--- src/rtl/pow2_watchdog_pkg.sv ---
package pow2_watchdog_pkg;
  localparam logic [31:0] RESTART_KEY = 32'h0000_0076;
  localparam logic [7:0]  OFF_CTRL  = 8'h00;
  localparam logic [7:0]  OFF_RANGE = 8'h04;
  localparam logic [7:0]  OFF_COUNT = 8'h08;
  localparam logic [7:0]  OFF_KICK  = 8'h0C;
  localparam logic [7:0]  OFF_STAT  = 8'h10;
  localparam logic [7:0]  OFF_EOI   = 8'h14;

  typedef struct packed {
    logic rangeWe;  // latch a new range index
    logic reload;   // load counter from range table
    logic dec;      // count down by one
  } dpStrobe_t;
endpackage

--- src/rtl/pow2_watchdog_dp.sv ---
module pow2_watchdog_dp
  import pow2_watchdog_pkg::*;
#(
  parameter int CNT_W    = 32,
  parameter int MIN_BITS = 16,
  parameter int RANGE_W  = 4
) (
  input  logic               clk,
  input  logic               rstN,
  input  dpStrobe_t          stb,
  input  logic [RANGE_W-1:0] rangeIn,
  output logic [CNT_W-1:0]   countVal,
  output logic [RANGE_W-1:0] rangeVal,
  output logic               atZero
);
  localparam int RANGE_N  = 1 << RANGE_W;
  localparam int MAX_BITS = CNT_W - 1;
  localparam int BITS0    = (MIN_BITS > MAX_BITS) ? MAX_BITS : MIN_BITS;
  localparam logic [CNT_W-1:0] RESET_CNT = {{(CNT_W-BITS0){1'b0}}, {BITS0{1'b1}}};

  logic [CNT_W-1:0] reloadTbl [RANGE_N];

  for (genvar i = 0; i < RANGE_N; i++) begin : g_tbl
    localparam int B = (MIN_BITS + i > MAX_BITS) ? MAX_BITS : MIN_BITS + i;
    assign reloadTbl[i] = {{(CNT_W-B){1'b0}}, {B{1'b1}}};
  end

  always_ff @(posedge clk or negedge rstN) begin
    if (!rstN) begin
      rangeVal <= '0;
      countVal <= RESET_CNT;
    end else begin
      if (stb.rangeWe) rangeVal <= rangeIn;
      if (stb.reload)   countVal <= reloadTbl[rangeVal];
      else if (stb.dec) countVal <= countVal - 1'b1;
    end
  end

  assign atZero = (countVal == '0);
endmodule

--- src/rtl/pow2_watchdog_ctrl.sv ---
module pow2_watchdog_ctrl
  import pow2_watchdog_pkg::*;
#(
  parameter int CNT_W     = 32,
  parameter int RANGE_W   = 4,
  parameter int ADDR_W    = 8,
  parameter int PULSE_LEN = 16
) (
  input  logic               clk,
  input  logic               rstN,
  input  logic               busRd,
  input  logic               busWr,
  input  logic [ADDR_W-1:0]  busAddr,
  input  logic [31:0]        busWdata,
  input  logic [CNT_W-1:0]   countVal,
  input  logic [RANGE_W-1:0] rangeVal,
  input  logic               atZero,
  output dpStrobe_t          stb,
  output logic [31:0]        busRdata,
  output logic               enBit,
  output logic               modeBit,
  output logic               intStat,
  output logic               expired,
  output logic               sysRstReq
);
  localparam int PC_W = $clog2(PULSE_LEN + 1);

  logic [PC_W-1:0] pulseCnt;
  logic hitCtrl, hitRange, hitKick, hitEoi;
  logic kick, active, expire, bark, bite;

  assign hitCtrl  = busAddr == ADDR_W'(OFF_CTRL);
  assign hitRange = busAddr == ADDR_W'(OFF_RANGE);
  assign hitKick  = busAddr == ADDR_W'(OFF_KICK);
  assign hitEoi   = busAddr == ADDR_W'(OFF_EOI);

  assign kick   = busWr && hitKick && (busWdata == RESTART_KEY) && !expired;
  assign active = enBit && !expired;
  assign expire = active && atZero && !kick;
  assign bark   = expire && modeBit && !intStat;
  assign bite   = expire && !bark;

  always_comb begin
    stb.rangeWe = busWr && hitRange && !enBit;
    stb.reload  = kick || bark;
    stb.dec     = active && !atZero && !kick;
  end

  always_ff @(posedge clk or negedge rstN) begin
    if (!rstN) begin
      enBit    <= 1'b0;
      modeBit  <= 1'b0;
      intStat  <= 1'b0;
      expired  <= 1'b0;
      pulseCnt <= '0;
      busRdata <= '0;
    end else begin
      if (busWr && hitCtrl) begin
        enBit   <= busWdata[0];
        modeBit <= busWdata[1];
      end
      if (bark)                  intStat <= 1'b1;
      else if (busRd && hitEoi)  intStat <= 1'b0;
      if (bite) begin
        expired  <= 1'b1;
        pulseCnt <= PC_W'(PULSE_LEN);
      end else if (pulseCnt != '0) begin
        pulseCnt <= pulseCnt - 1'b1;
      end
      if (busRd) begin
        unique case (busAddr)
          ADDR_W'(OFF_CTRL):  busRdata <= {30'd0, modeBit, enBit};
          ADDR_W'(OFF_RANGE): busRdata <= 32'(rangeVal);
          ADDR_W'(OFF_COUNT): busRdata <= 32'(countVal);
          ADDR_W'(OFF_STAT):  busRdata <= {31'd0, intStat};
          default:            busRdata <= '0;
        endcase
      end
    end
  end

  assign sysRstReq = pulseCnt != '0;
endmodule

--- src/rtl/pow2_watchdog.sv ---
module pow2_watchdog
  import pow2_watchdog_pkg::*;
#(
  parameter int CNT_W     = 32,
  parameter int MIN_BITS  = 16,
  parameter int RANGE_W   = 4,
  parameter int ADDR_W    = 8,
  parameter int PULSE_LEN = 16
) (
  input  logic              clk,
  input  logic              rstN,
  input  logic              busRd,
  input  logic              busWr,
  input  logic [ADDR_W-1:0] busAddr,
  input  logic [31:0]       busWdata,
  output logic [31:0]       busRdata,
  output logic              irq,
  output logic              sysRstReq
);
  dpStrobe_t          stb;
  logic [CNT_W-1:0]   countVal;
  logic [RANGE_W-1:0] rangeVal;
  logic               atZero, enBit, modeBit, intStat, expired;

  pow2_watchdog_dp #(.CNT_W(CNT_W), .MIN_BITS(MIN_BITS), .RANGE_W(RANGE_W)) u_dp (
    .clk(clk), .rstN(rstN), .stb(stb), .rangeIn(busWdata[RANGE_W-1:0]),
    .countVal(countVal), .rangeVal(rangeVal), .atZero(atZero)
  );

  pow2_watchdog_ctrl #(.CNT_W(CNT_W), .RANGE_W(RANGE_W), .ADDR_W(ADDR_W),
                       .PULSE_LEN(PULSE_LEN)) u_ctrl (
    .clk(clk), .rstN(rstN), .busRd(busRd), .busWr(busWr), .busAddr(busAddr),
    .busWdata(busWdata), .countVal(countVal), .rangeVal(rangeVal), .atZero(atZero),
    .stb(stb), .busRdata(busRdata), .enBit(enBit), .modeBit(modeBit),
    .intStat(intStat), .expired(expired), .sysRstReq(sysRstReq)
  );

  assign irq = intStat;
endmodule

--- config.mk ---
export PLATFORM = sky130hd
export DESIGN_NAME = pow2_watchdog
export DESIGN_NICKNAME = d
export VERILOG_FILES = /design/src/rtl/pow2_watchdog_pkg.sv /design/src/rtl/pow2_watchdog_dp.sv /design/src/rtl/pow2_watchdog_ctrl.sv /design/src/rtl/pow2_watchdog.sv
export SDC_FILE = /design/constraint.sdc
export NUM_CORES = 1
export LEC_CHECK = 0
export ABC_AREA = 0
export CORE_MARGIN = 5
export CORE_UTILIZATION = 40
export CTS_BUF_LIST = sky130_fd_sc_hd__clkbuf_4
export CTS_CLUSTER_SIZE = 8
export DETAILED_ROUTE_END_ITERATION = 16
export PLACE_DENSITY = 0.72
export SYNTH_ARGS = -nofsm -noshare
export SYNTH_HDL_FRONTEND = slang
export SYNTH_SLANG_ARGS = --single-unit
--- constraint.sdc ---
create_clock -name clk -period 2.5 [get_ports clk]
set_input_delay 0.5 -clock clk [delete_from_list [all_inputs] [get_ports clk]]
set_output_delay 0.5 -clock clk [all_outputs]
set_load 0.02 [all_outputs]
Yosys cells after proc, flatten, opt, wreduce, memory -nomap -nowiden
Memories as Yosys holds them, arrays and structs flattened.
Index checks and enable logic that the tools add are counted.
{"block": "totals", "register_bits": 77, "inputBits": 44, "wordCells": 56, "mem_bits_ro": 512, "out_inout_bits": 34, "n_memories": 1}
{"block": "op_classes", "addsub": 2, "mux": 9, "reduce_logical": 28, "n_lt_le_gt_ge": 1, "eq_ne": 6, "bitwise_logic": 1}
{"name": "(no name shown)", "depth": 16, "width": 32, "rd": 1, "rd_clocked_by_memory_dff": 0, "wr": 0, "line": "pow2_watchdog_dp.sv:34", "rtl": "if (stb.reload) countVal <= reloadTbl[rangeVal];"}
{"cell": "32-bit 2-to-1 mux", "n": 4}
{"cell": "32-bit case mux with 4 select lines", "n": 1}
{"cell": "32-bit by 7-bit == test with 1-bit output (second input constant)", "n": 1}
{"cell": "32-bit logical NOT", "n": 1}
{"cell": "32-bit by 1-bit subtractor with 32-bit output (second input constant)", "n": 1}
{"cell": "8-bit by 4-bit == test with 1-bit output (second input constant)", "n": 2}
{"cell": "8-bit by 5-bit == test with 1-bit output (second input constant)", "n": 2}
{"cell": "1-bit logical AND", "n": 15}
{"cell": "5-bit 2-to-1 mux", "n": 2}
{"cell": "8-bit by 3-bit == test with 1-bit output (second input constant)", "n": 1}
{"cell": "8-bit logical NOT", "n": 1}
{"cell": "1-bit logical NOT", "n": 6}
{"cell": "2-bit nonzero test", "n": 3}
{"cell": "5-bit >= comparator (second input constant)", "n": 1}
{"cell": "4-bit inverter with 5-bit output", "n": 1}
{"cell": "5-bit nonzero test", "n": 1}
{"cell": "5-bit by 1-bit subtractor with 5-bit output (second input constant)", "n": 1}
{"cell": "1-bit 2-to-1 mux", "n": 2}
{"cell": "1-bit logical OR", "n": 1}

Logic depth before layout (Yosys ltp)
Gate-level depths: netlist (run 1).
{"block": "depth", "ltp_word": 11, "depth_mapped": 9, "depth_no_buf": 8}

By module
Synthesis (run 1) repeated with hierarchy kept, for this count alone.
{"block": "hier_totals", "cells_unflattened": 363, "hier_area_um2": 3991.3}
{"module": "pow2_watchdog_dp", "seq_area_each_um2": 920.9, "area_per_inst_um2": 2090.8, "cells_each": 209, "n_inst": 1}
{"module": "pow2_watchdog_ctrl", "seq_area_each_um2": 1026.0, "area_per_inst_um2": 1900.6, "cells_each": 154, "n_inst": 1}

Worst setup path before layout (run 1)
Ideal clock, no wire load.
{"block": "synth_path", "path_type": "flip-flop to flip-flop", "from": "register u_dp.countVal[0]", "to": "register u_dp.countVal[16]", "synth_period_minus_slack_ns": 2.311, "t_arrival_ns": 2.239, "setup_time_ns": 0.072, "required_time_ns": 2.428, "n_path_buf": 0, "slack_ns": 0.189, "stages_incl_launch_ff": 8, "path_cell_list": "dfstp_2 -> inv_1 -> ha_1 -> or4bb_1 -> or3_1 -> or4_1 -> and3_1 -> nor2_1"}
{"block": "synth_via", "elab_chain_len": 7}
{"item": "start, declared", "line": "pow2_watchdog_dp.sv:12", "rtl": "output logic [CNT_W-1:0] countVal,"}
{"item": "start signal, assigned", "line": "pow2_watchdog_dp.sv:34"}
{"item": "start signal, assigned", "line": "pow2_watchdog_dp.sv:35", "rtl": "else if (stb.dec) countVal <= countVal - 1'b1;"}
{"item": "parallel branches: the longest is 7 deep, another holds 32-bit by 1-bit subtractor with 32-bit output"}
Parallel ways; which one is timed is not known. The select of a mux whose other input is x is not followed.
A chain may end at the register's enable or synchronous reset.

Worst setup path in the final report (run 1)
{"block": "layout_path", "from": "register u_dp.countVal[22]", "to": "register u_dp.countVal[31]"}
Same word-level chain as after synthesis.

==> flow_summary.html, run 1 <==
<table>
<tr><th>Metric</th><th>Value</th></tr>
<tr><th colspan="2">Critical path</th></tr>
<tr><td>Cell count along the critical path</td><td>7</td></tr>
<tr><td>Slowest cell on the critical path</td><td>or4_4</td></tr>
<tr><td>Reg2Reg Setup Slack</td><td>0.04 ns</td></tr>
<tr><td>Cell repeated most along the worst path</td><td>or4_4</td></tr>
<tr><td>Cells traversed along the worst timing path</td><td>or4_4 -&gt; or4_4 -&gt; nor3_4 -&gt; a31oi_4 -&gt; buf_6 -&gt; buf_4 -&gt; and2_1</td></tr>
<tr><td>Capture point of the critical path</td><td>u_dp.countVal[31]</td></tr>
<tr><td>Critical Path AT</td><td>around 2.8 ns</td></tr>
<tr><td>Maximum cell stage delay along the critical path</td><td>around 0.56 ns</td></tr>
<tr><td>Crit path launch type</td><td>register</td></tr>
<tr><td>Source of the critical timing path</td><td>u_dp.countVal[22]</td></tr>
<tr><td>Launching point of the worst reg2reg path</td><td>u_dp.countVal[22]</td></tr>
<tr><td>Max FO, Critical Path</td><td>9</td></tr>
<tr><td>CP Data Required Time</td><td>between 2 and 3 ns</td></tr>
<tr><td>Largest delay contributor family on the critical path</td><td>simple AND/OR/NAND/NOR gates</td></tr>
<tr><td>Critical path buffer and inverter count</td><td>2</td></tr>
<tr><td>Worst reg2reg endpoint</td><td>u_dp.countVal[31]</td></tr>
<tr><td>Type of element capturing the critical path</td><td>register</td></tr>
<tr><td>Category of the critical setup timing path</td><td>register to register</td></tr>
<tr><td>Depth of the most critical reg-to-reg path</td><td>7</td></tr>
<tr><th colspan="2">Final layout</th></tr>
<tr><td>Post-layout instance count excluding filler cells</td><td>roughly 710</td></tr>
<tr><td>Growth of design area from synthesis to finish</td><td>37.73%</td></tr>
<tr><td>Fin util</td><td>between 50% and 60%</td></tr>
<tr><td>Top library cells by usage in the layout, fill and taps aside</td><td>clkdlybuf4s50_1, dfrtp_1, buf_4</td></tr>
<tr><td>Most common cell after layout, fill and taps aside</td><td>clkdlybuf4s50_1</td></tr>
<tr><td>Final std cell area, no fill</td><td>about 5600 um^2</td></tr>
<tr><td>Fraction of final layout cells with drive strength greater than 1</td><td>between 20% and 30%</td></tr>
<tr><td>Register area</td><td>approximately 2000 um^2</td></tr>
<tr><td>Multi-input gate area in the final layout</td><td>slightly below 2000 um^2</td></tr>
<tr><td>Fillers</td><td>880</td></tr>
<tr><td>Post-layout net count</td><td>about 620</td></tr>
<tr><td>Diode insertion count for antenna repair</td><td>0</td></tr>
<tr><th colspan="2">Floorplanning</th></tr>
<tr><td>Initial Utilization</td><td>approximately 41%</td></tr>
<tr><td>Area of the core</td><td>~9900 um^2</td></tr>
<tr><td>Ports</td><td>78</td></tr>
<tr><td>Die span in x</td><td>about 110 um</td></tr>
<tr><td>Floorplan row count</td><td>36</td></tr>
<tr><td>Total die area</td><td>around 12,000 um^2</td></tr>
<tr><td>Die Span Y</td><td>between 100 and 150 um</td></tr>
<tr><th colspan="2">STA</th></tr>
<tr><td>Share of the cycle needed by the critical path after routing</td><td>between 90 and 100%</td></tr>
<tr><td>Final Skew</td><td>about 0.018 ns</td></tr>
<tr><td>RSZ-0062 raised after global routing</td><td>yes</td></tr>
<tr><td>Final worst path period need</td><td>2.455 ns</td></tr>
<tr><td>Sum of negative setup slack</td><td>0 ns</td></tr>
<tr><td>Number of hold violations in the final report</td><td>0</td></tr>
<tr><td>Final slew viol count</td><td>0</td></tr>
<tr><td>Highest attainable clock frequency</td><td>roughly 410 MHz</td></tr>
<tr><td>Max-slew headroom at the worst pin</td><td>between 60 and 70%</td></tr>
<tr><td>Worst Tran Pin Value</td><td>0.5844 ns</td></tr>
<tr><td>Setup-failing EPs final</td><td>0</td></tr>
<tr><th colspan="2">Synthesis</th></tr>
<tr><td>Register bit count reported by yosys</td><td>between 70 and 80</td></tr>
<tr><td>Synthesized Nets</td><td>roughly 500</td></tr>
<tr><td>Average footprint of a synthesized cell</td><td>9.258 um^2</td></tr>
<tr><td>Number of synthesized flops with an enable pin</td><td>0</td></tr>
<tr><td>Ys flop type</td><td>dfrtp_1</td></tr>
<tr><td>Netlist cell types</td><td>between 40 and 50</td></tr>
<tr><td>Netlist Area Pre-Place</td><td>about 4100 um^2</td></tr>
<tr><td>Share of the yosys chip area belonging to registers</td><td>approximately 48%</td></tr>
<tr><td>Dominant cells by area after synthesis</td><td>dfrtp_1, dfstp_2, nand2_1</td></tr>
<tr><td>Count of synthesis-stage warnings from yosys</td><td>0</td></tr>
<tr><td>Library cell occupying the most area in the post-synthesis netlist</td><td>dfrtp_1</td></tr>
<tr><td>Share of synthesized flip-flops with an asynchronous set or reset</td><td>100.0%</td></tr>
<tr><td>Post-Synthesis Cells</td><td>roughly 440</td></tr>
<tr><td>Proportion of netlist area held by the largest area contributor</td><td>between 30% and 40%</td></tr>
<tr><th colspan="2">Power and ir drop</th></tr>
<tr><td>Switching share of total power</td><td>about a quarter</td></tr>
<tr><td>Final Total Pwr</td><td>0.002494 W</td></tr>
<tr><td>Internal power contribution</td><td>approximately 0.0019 W</td></tr>
<tr><td>Power per cell area</td><td>between 400 and 500 nW/um^2</td></tr>
<tr><td>Leak Pwr</td><td>around 2.2 nW</td></tr>
<tr><td>Sequential power share</td><td>54.0%</td></tr>
<tr><td>Switching power</td><td>between 0.0006 and 0.0007 W</td></tr>
<tr><td>Combinational fraction of design power</td><td>11.7%</td></tr>
<tr><td>Proportion of power drawn by the clock network</td><td>roughly 34%</td></tr>
<tr><td>Highest ir drop seen on vdd</td><td>0.1657 mV</td></tr>
<tr><th colspan="2">GRT</th></tr>
<tr><td>GR Util All Layers</td><td>between 15 and 20%</td></tr>
<tr><td>Antenna violations before repair</td><td>0</td></tr>
<tr><td>Largest net degree at the start of global routing</td><td>78</td></tr>
<tr><td>Global-route wire length before repair</td><td>about 18,000 um</td></tr>
<tr><td>Overflow left after global routing</td><td>0</td></tr>
<tr><td>Number of global-route vias before repair</td><td>3,792</td></tr>
<tr><th colspan="2">Drt</th></tr>
<tr><td>Via total after detailed routing</td><td>about 3,700</td></tr>
<tr><td>DRC violation count after routing</td><td>0</td></tr>
<tr><td>First drt pass iteration count</td><td>5</td></tr>
<tr><td>1st-iter DRT viols</td><td>197</td></tr>
<tr><td>Post-DRT Antenna Nets</td><td>0</td></tr>
<tr><td>Drt total wl</td><td>10,640 um</td></tr>
<tr><td>Routed wire per std cell</td><td>about 15 um</td></tr>
<tr><td>Number of vias per cell</td><td>roughly 5.3</td></tr>
<tr><th colspan="2">Clock network</th></tr>
<tr><td>Maximum level of the CTS H-tree</td><td>3</td></tr>
<tr><td>Number of buffers created by CTS</td><td>9</td></tr>
<tr><td>Worst-case clock buffer depth</td><td>2</td></tr>
<tr><td>Clock tree from TritonCTS</td><td>yes</td></tr>
<tr><td>Worst-Skew Late Latency</td><td>0.42 ns</td></tr>
<tr><td>Number of sinks driven by the clock tree</td><td>slightly below 80</td></tr>
<tr><td>Clock slew at the register clock pins of the worst setup and hold paths</td><td>approximately 0.13 ns</td></tr>
<tr><td>CTS Root Cell</td><td>clkbuf_4</td></tr>
<tr><th colspan="2">Placed design</th></tr>
<tr><td>Placed insts</td><td>690</td></tr>
<tr><td>Number of I/O port buffers</td><td>77</td></tr>
<tr><td>Post-DP HPWL</td><td>7994 um</td></tr>
<tr><td>Final GP Congestion</td><td>0.9149</td></tr>
<tr><td>Cell area after placement</td><td>roughly 5400 um^2</td></tr>
<tr><th colspan="2">Job</th></tr>
<tr><td>MaxCap Viol Count</td><td>0</td></tr>
<tr><th colspan="2">Status</th></tr>
<tr><td>Result of the run</td><td>completed</td></tr>
<tr><th colspan="2">Min path</th></tr>
<tr><td>Min-Delay Path Class</td><td>primary input to asynchronous set/reset pin</td></tr>
</table>
## logic make-up (layout without fill, tap and decap cells)
family	Yosys count	count (layout)	synth area share, %
flops	77	77	47.69
simple gates	198	198	27.46
fa+ha+maj	4	4	1.226
compound gates	71	72	9.898
xor+xnor	24	24	5.149
mux	11	11	2.881
buf+inv	56	189	5.700
## final cells by class
type	instances	area share, %
clock buffer	10	1.335
clock inverter	6	1.580
inverter	38	2.537
multi-input combinational	309	35.07
sequential	77	34.62
tap	133	2.960
timing repair buffer	135	21.90
## worst register-to-register path, cell delays in order (launching register included)
cell,delay (ns)
dfrtp_1,0.40
or4_4,0.56
or4_4,0.51
nor3_4,0.24
a31oi_4,0.21
buf_6,0.20
buf_4,0.12
and2_1,0.12
## synth_stat cells (10+ instances only)
cell / n
nor3_1: 14
a21oi_1: 13
nor4_1: 21
or3_1: 10
dfrtp_1: 61
nand2_1: 50
nor2_1: 29
inv_1: 38
dfstp_2: 16
clkbuf_1: 11
nand3_1: 12
o21ai_0: 36
xnor2_1: 20
or4_1: 11
## flip-flops by register name (all words and copies together) (netlist names)
signal / cells
u_ctrl.busRdata: 32
u_dp.countVal: 32
u_ctrl.expired: 1
u_ctrl.enBit: 1
u_dp.rangeVal: 4
u_ctrl.pulseCnt: 5
u_ctrl.intStat: 1
u_ctrl.modeBit: 1
## timing repair
item | in CTS | in global routing
hold buffers | 0 | 0
setup endpoints to repair | 6 | 8
pin swaps | 0 | 1
gates resized for setup | 3 | 11
buffers inserted | 0 | 1
cloned | 0 | 1
## stage by stage
stage | setup slack (ns) | hold slack [ns]
finish | 0.04463 | 0.07461
global route | -0.01713 | 0.08169
CTS | 0.02752 | 0.07908
detailed placement | -0.3632 | 0.5136
global placement | -0.3140 | 0.5061
floorplan | 0.1893 | 0.2044
## power by group through the flow
| stage | sequential, W | clock [W] | combinational (W) |
|---|---|---|---|
| final | 0.00135 | 0.000856 | 0.000291 |
| after global routing | 0.00135 | 0.000942 | 0.000322 |
| after CTS | 0.00135 | 0.000879 | 0.000266 |
| after detailed placement | 0.00137 | 0 | 0.000265 |
| after global placement | 0.00137 | 0 | 0.000260 |
| after floorplan | 0.00135 | 0 | 0.000118 |
## worst min-delay path by stage
| stage | startpoint | end | slack (ns) | cells after the start |
|---|---|---|---|---|
| after CTS | rstN | u_ctrl.busRdata[9] | 0.08 | 2 |
| after detailed placement | u_ctrl.busRdata[22] | u_ctrl.busRdata[22] | 0.51 | 2 |
| after global placement | u_ctrl.busRdata[17] | u_ctrl.busRdata[17] | 0.51 | 2 |
| after floorplan | rstN | u_ctrl.busRdata[0] | 0.20 | 0 |
| after global routing | rstN | u_ctrl.busRdata[10] | 0.08 | 2 |
| final | rstN | u_ctrl.busRdata[10] | 0.07 | 2 |
## layer usage
layer,up-vias,global-route usage [%],share of wire (%)
met4,0,4.623,1.1
met3,11,4.421,6.5
met1,1761,22.14,44
met2,123,29.77,48
met5,-,0,0
li1,1825,-,-
No activity file was read; power rests on OpenSTA's default activity.
==> inputs of run 2 (changes only) <==
- CTS_CLUSTER_DIAMETER: unset -> 80
- SLEW_MARGIN: unset -> 10
==> results of run 2 <==
Same layout as run 1: the final DEF is identical, and so are final timing and power.
